--- src/rtl/pwrseq_pkg.sv ---
package pwrseq_pkg;
  typedef enum logic [1:0] {
    PS_OFF      = 2'd0,
    PS_IGNITE   = 2'd1,
    PS_ON       = 2'd2,
    PS_SHUTDOWN = 2'd3
  } pwr_state_e;
endpackage

--- src/rtl/pwrseq_sync.sv ---
// Multi-bit level synchronizer; the flops carry no reset so they track the
// pins during reset as well.
module pwrseq_sync #(
  parameter int WIDTH  = 2,
  parameter int STAGES = 2
) (
  input  logic             clk,
  input  logic [WIDTH-1:0] d,
  output logic [WIDTH-1:0] q
);
  logic [STAGES-1:0][WIDTH-1:0] pipe;

  always_ff @(posedge clk) begin
    pipe[0] <= d;
  end

  for (genvar s = 1; s < STAGES; s++) begin : g_stage
    always_ff @(posedge clk) begin
      pipe[s] <= pipe[s-1];
    end
  end

  assign q = pipe[STAGES-1];
endmodule

--- src/rtl/pwrseq_rst_sync.sv ---
// Asynchronous assert, clocked release of the active-low reset.
module pwrseq_rst_sync #(
  parameter int STAGES = 2
) (
  input  logic clk,
  input  logic arst_n,
  output logic srst_n
);
  logic [STAGES-1:0] chain;

  always_ff @(posedge clk or negedge arst_n) begin
    if (!arst_n) chain <= '0;
    else         chain <= {chain[STAGES-2:0], 1'b1};
  end

  assign srst_n = chain[STAGES-1];
endmodule

--- src/rtl/pwrseq_debounce.sv ---
// Holds a filtered level that moves only after the input has disagreed with
// it on 2**CNT_W consecutive edges. Seeded from the input after reset.
module pwrseq_debounce #(
  parameter int CNT_W = 4
) (
  input  logic             clk,
  input  logic             rst_n,
  input  logic             level_in,
  output logic             level_out,
  output logic             level_valid,
  output logic [CNT_W-1:0] settle_cnt
);
  localparam logic [CNT_W-1:0] CntMax = '1;

  logic             filt_q, filt_d;
  logic             seed_q, seed_d;
  logic [CNT_W-1:0] cnt_q, cnt_d;
  logic             differ, full, upd_en;

  assign differ = (level_in != filt_q);
  assign full   = (cnt_q == CntMax);
  // Registers only move when seeding, counting or clearing a count.
  assign upd_en = !seed_q || differ || (cnt_q != '0);

  always_comb begin
    filt_d = filt_q;
    seed_d = seed_q;
    cnt_d  = cnt_q;
    if (!seed_q) begin
      filt_d = level_in;
      seed_d = 1'b1;
      cnt_d  = '0;
    end else if (differ) begin
      if (full) begin
        filt_d = level_in;
        cnt_d  = '0;
      end else begin
        cnt_d = cnt_q + 1'b1;
      end
    end else begin
      cnt_d = '0;
    end
  end

  always_ff @(posedge clk or negedge rst_n) begin
    if (!rst_n) begin
      filt_q <= 1'b0;
      seed_q <= 1'b0;
      cnt_q  <= '0;
    end else if (upd_en) begin
      filt_q <= filt_d;
      seed_q <= seed_d;
      cnt_q  <= cnt_d;
    end
  end

  assign level_out   = filt_q;
  assign level_valid = seed_q;
  assign settle_cnt  = cnt_q;
endmodule

--- src/rtl/pwrseq_fsm.sv ---
// Ignition / shutdown handshake. In the on state a release must be seen
// (armed) before a press is taken as a shutdown request.
module pwrseq_fsm
  import pwrseq_pkg::*;
(
  input  logic clk,
  input  logic rst_n,
  input  logic press,
  input  logic pgood,
  output logic pwr_en,
  output logic batt_irq_n
);
  pwr_state_e state_q, state_d;
  logic       armed_q, armed_d;
  logic       st_en;

  always_comb begin
    state_d = state_q;
    unique case (state_q)
      PS_OFF:      if (press)            state_d = PS_IGNITE;
      PS_IGNITE:   if (pgood)            state_d = PS_ON;
      PS_ON:       if (armed_q && press) state_d = PS_SHUTDOWN;
      PS_SHUTDOWN: if (!pgood)           state_d = PS_OFF;
      default:                           state_d = PS_OFF;
    endcase
    armed_d = (state_d == PS_ON) &&
              (armed_q || ((state_q == PS_ON) && !press));
  end

  assign st_en = (state_d != state_q) || (armed_d != armed_q);

  always_ff @(posedge clk or negedge rst_n) begin
    if (!rst_n) begin
      state_q <= PS_OFF;
      armed_q <= 1'b0;
    end else if (st_en) begin
      state_q <= state_d;
      armed_q <= armed_d;
    end
  end

  assign pwr_en     = (state_q != PS_OFF);
  assign batt_irq_n = (state_q != PS_SHUTDOWN);
endmodule

--- src/rtl/pwr_sequencer.sv ---
module pwr_sequencer #(
  parameter int DEB_BITS    = 4,
  parameter int SYNC_STAGES = 2,
  parameter int RST_STAGES  = 2
) (
  input  logic clk,
  input  logic rst_n,
  input  logic btn_raw,
  input  logic main_pgood,
  input  logic stby_pgood,
  input  logic mem_sel_stby,
  output logic pwr_en,
  output logic batt_irq_n,
  output logic mem_pwr,
  output logic mem_pwr_n,
  output logic osc_en
);
  logic                srst_n;
  logic [1:0]          sync_q;
  logic                btn_s, pgood_s;
  logic                sw_filt, filt_valid;
  logic [DEB_BITS-1:0] settle_cnt;

  pwrseq_rst_sync #(.STAGES(RST_STAGES)) u_rst (
    .clk    (clk),
    .arst_n (rst_n),
    .srst_n (srst_n)
  );

  pwrseq_sync #(.WIDTH(2), .STAGES(SYNC_STAGES)) u_sync (
    .clk (clk),
    .d   ({main_pgood, btn_raw}),
    .q   (sync_q)
  );
  assign btn_s   = sync_q[0];
  assign pgood_s = sync_q[1];

  pwrseq_debounce #(.CNT_W(DEB_BITS)) u_deb (
    .clk         (clk),
    .rst_n       (srst_n),
    .level_in    (btn_s),
    .level_out   (sw_filt),
    .level_valid (filt_valid),
    .settle_cnt  (settle_cnt)
  );

  pwrseq_fsm u_fsm (
    .clk        (clk),
    .rst_n      (srst_n),
    .press      (sw_filt && filt_valid),
    .pgood      (pgood_s),
    .pwr_en     (pwr_en),
    .batt_irq_n (batt_irq_n)
  );

  // Supply steering stays clock-free: the clock source itself is gated by osc_en.
  assign mem_pwr   = mem_sel_stby ? stby_pgood : main_pgood;
  assign mem_pwr_n = !mem_pwr;
  assign osc_en    = main_pgood;
endmodule

--- config.mk ---
export PLATFORM = sky130hd
export DESIGN_NAME = pwr_sequencer
export DESIGN_NICKNAME = d
export VERILOG_FILES = /design/src/rtl/pwrseq_pkg.sv /design/src/rtl/pwrseq_sync.sv /design/src/rtl/pwrseq_rst_sync.sv /design/src/rtl/pwrseq_debounce.sv /design/src/rtl/pwrseq_fsm.sv /design/src/rtl/pwr_sequencer.sv
export SDC_FILE = /design/constraint.sdc
export NUM_CORES = 1
export LEC_CHECK = 0
export BUFFER_PORTS_ARGS = -buffer_cell sky130_fd_sc_hd__buf_2
export CAP_MARGIN = 0
export CELL_PAD_IN_SITES_DETAIL_PLACEMENT = 2
export CELL_PAD_IN_SITES_GLOBAL_PLACEMENT = 2
export CORE_MARGIN = 4
export CORE_UTILIZATION = 33
export DETAILED_ROUTE_END_ITERATION = 8
export PLACE_DENSITY_LB_ADDON = 0.1
export SYNTH_ARGS = -nofsm -noshare
export SYNTH_HDL_FRONTEND = slang
export SYNTH_SLANG_ARGS = --single-unit
--- constraint.sdc ---
create_clock -name clk -period 1.1 [get_ports clk]
set_clock_uncertainty 0.2 [all_clocks]
set_input_delay 0.11 -clock clk [delete_from_list [all_inputs] [get_ports clk]]
set_output_delay 0.11 -clock clk [all_outputs]
set_load 0.03 [all_outputs]
==> flow_summary_export.csv <==
group,metric,value,unit
critical_path,path_cells,"ha_2 > nand3_2 > nand2_2 > mux2_4",
global_route,track_usage,15.70,%
finish,utilization,59.05,%
finish,instances_no_fill,111,
critical_path,cp.arrival,1.41,ns
floorplan,die_h,50.35,um
timing,hold_ws,-0.03787,ns
flow_run,cap_violations,0,
finish,seqCellArea,356.6,sq um
synthesis,synth_cells,49,
timing,finalSetupViolations,10,
floorplan,core,1708,sq um
floorplan,dieArea,2535,sq um
clocking,root_buffer,"clkbuf_4",
finish,multiInputGateArea,307.8,sq um
timing,grt_setup_unrepaired,"true",
detailed_routing,drtPass1Iterations,3,
clocking,cts_tree,"built",
detailed_routing,viasPerCell,4.351,
global_route,overflow,0,
critical_path,cpLargestDelayFamily,"flip-flops",
status,failed_checks,"hold timing, setup timing",
timing,maxSlewViolCount,0,
global_route,antenna_found_initial,0,
power_and_ir_drop,p_leak,0.4905,nW
synthesis,synth_top_area_share,46.51,%
finish,fill_cells,153,
worst_hold_path,hold_path.class,"flop to async pin",
floorplan,start_util,34.65,%
clocking,clock_sinks,15,
critical_path,critPathLaunchType,"flop",
detailed_routing,wl,1943,um
finish,diodes,0,
synthesis,ys_top_cells_by_area,"dfrtp_1 47%, dfxtp_1 14%, nand2_1 4.4%",
synthesis,yosys.area.top_type,"dfrtp_1",
floorplan,die_w,50.35,um
clocking,clk_pin_slew,0.08,ns
global_route,grt_pass1_vias,547,
clocking,cts_buffer_depth,2,
timing,hold_violations,9,
synthesis,syn_area,591.8,sq um
global_route,grt_max_degree,10,
global_route,grt_pass1_wl,2835,um
detailed_routing,drt_iter0_drc,3,
critical_path,crit_path_top_delay_cell,"dfrtp_1",
detailed_routing,wire_per_inst,17.50,um
timing,finalCriticalPeriod,1.450,ns
power_and_ir_drop,ir_drop,1.049,mV
finish,area_growth,70.40,%
critical_path,critPathKind,"flop to flop",
synthesis,synth-seq-area-share,60.04,%
placed_design,io_buffers,10,
floorplan,io_pins,11,
timing,fmax,689.8,MHz
finish,fin_nets,95,
timing,final.setup.worst_slack,-0.3497,ns
clocking,cts-buffers-inserted,3,
power_and_ir_drop,power.density,1961,nW/um^2
synthesis,syn_avg_cell_area,12.08,sq um
timing,fin_crit_sh,131.8,%
placed_design,place_congestion,0.7332,
finish,drive_gt1_share,61.63,%
critical_path,crit_required,1.06,ns
clocking,cts_hold_buf,4,
clocking,h-tree-depth,1,
status,status,"finished with violations",
placed_design,placed_cells,94,
critical_path,cp_num_buf_inv,0,
critical_path,max_stage_delay,0.41,ns
detailed_routing,antenna_left,0,
synthesis,yosysWarnings,0,
placed_design,dp_hpwl,1091,um
critical_path,worstSetupEndpointType,"flop",
critical_path,crit_fanout,3,
clocking,clock_latency,0.27,ns
detailed_routing,routed-via-count,483,
floorplan,num_rows,15,
synthesis,synth-seq-cells,15,
synthesis,yosys.cell_types.count,24,
detailed_routing,post-route-drc-count,0,
[final cells by class]
type	count	area share (%)
Multi-Input combinational cell	30	30.52
Clock buffer	4	2.605
Timing Repair Buffer	33	26.92
Sequential cell	15	35.36
Tap cell	25	3.102
Inverter	4	1.489
[metal layers]
metal  GRT usage [%]  part of all wire (%)
met1           20.38                    46
met3           2.671                   2.5
met4           6.726                  0.98
met5               0                     0
met2           25.65                    50
[synth_stat cells]
| library cell | instances |
|---|---|
| dfrtp_1 | 11 |
| nand2_1 | 7 |
| dfxtp_1 | 4 |
| inv_1 | 4 |
| ha_1 | 2 |
| nand3_1 | 2 |
| xor2_1 | 2 |
| a21oi_1 | 1 |
| a32o_1 | 1 |
| a41o_1 | 1 |
| and3_1 | 1 |
| buf_4 | 1 |
| conb_1 | 1 |
| mux2_1 | 1 |
| mux2i_1 | 1 |
| nand2b_1 | 1 |
| nor3b_1 | 1 |
| nor4_2 | 1 |
| o211ai_1 | 1 |
| o21ai_0 | 1 |
| o2bb2ai_1 | 1 |
| or2_2 | 1 |
| xnor2_1 | 1 |
| xor2_2 | 1 |
[what timing repair did]
item	4_1_cts	5_1_grt
resized for setup	23	5
setup buffers	6	3
endpoints found under the hold margin	13	9
endpoints found under the setup margin	9	10
pin swaps	6	1
[power by group]
part           total (W)  internal (W)  leakage, nW  switching [W]
combinational   0.000978      0.000543        0.302       0.000435
sequential      0.000701      0.000629        0.173      0.0000716
clock           0.000299      0.000140       0.0150       0.000159
[cell usage in the layout (no fill, tap or decap), types with 2 or more instances in the layout]
cell type and instances:
dfxtp_1 3, buf_6 9, ha_2 2, nand2_2 3
buf_4 12, xor2_2 2, clkbuf_4 3, inv_2 2
dfrtp_1 11, conb_1 2, nand2_1 3, dlygate4sd3_1 4
inv_1 2, buf_2 8
[path summary, 6_finish.rpt]
| path | startpoint | end | slack, ns | depth (start not counted) |
|---|---|---|---|---|
| worst max-delay path | u_deb.settle_cnt[0] | u_deb.level_out | -0.35 | 4 |
| worst min register to register | u_rst.chain[1] | u_deb.settle_cnt[3] | -0.04 | 0 |
| worst min-delay path | u_rst.chain[1] | u_deb.settle_cnt[3] | -0.04 | 0 |
| max in group asynchronous | rst_n | u_rst.chain[0] | 0.11 | 3 |
| min in group clk | u_sync.pipe[1] | u_sync.q[1] | 0.14 | 0 |
| worst max register to register | u_deb.settle_cnt[0] | u_deb.level_out | -0.35 | 4 |
[registers in the layout, summed over array words and instances, names as in the netlist]
name               flops
u_sync.pipe            2
u_deb.level_out        1
u_sync.q               2
u_fsm.state_q          2
u_deb.settle_cnt       4
u_deb.level_valid      1
u_rst.chain            2
u_fsm.armed_q          1
[logic make-up (layout without fill, tap and decap cells)]
kind of cell,after synthesis,after routing,synth area share [%]
other cells,1,2,0.6336
mux,2,2,3.594
compound gates,6,6,7.822
buf+inv,5,41,3.805
fa+ha+maj,2,2,4.228
simple gates,14,14,12.69
flops,15,15,60.04
xor+xnor,4,4,7.190
[through the flow]
step	power [W]	area [sq um]	hold slack, ns	TNS, ns	setup slack (ns)
after detailed placement	0.001192	770.7	-0.3044	-1.333	-0.3081
after global placement	0.001170	770.7	-0.3039	-1.028	-0.2393
after CTS	0.001833	963.4	-0.02982	-1.867	-0.2840
final	0.001978	1008	-0.03787	-2.390	-0.3497
after floorplan	0.0009783	621.8	-0.3856	-0.5856	-0.2106
after global routing	0.002102	1008	-0.009296	-2.906	-0.3855
(Power assumes the default switching activity.)
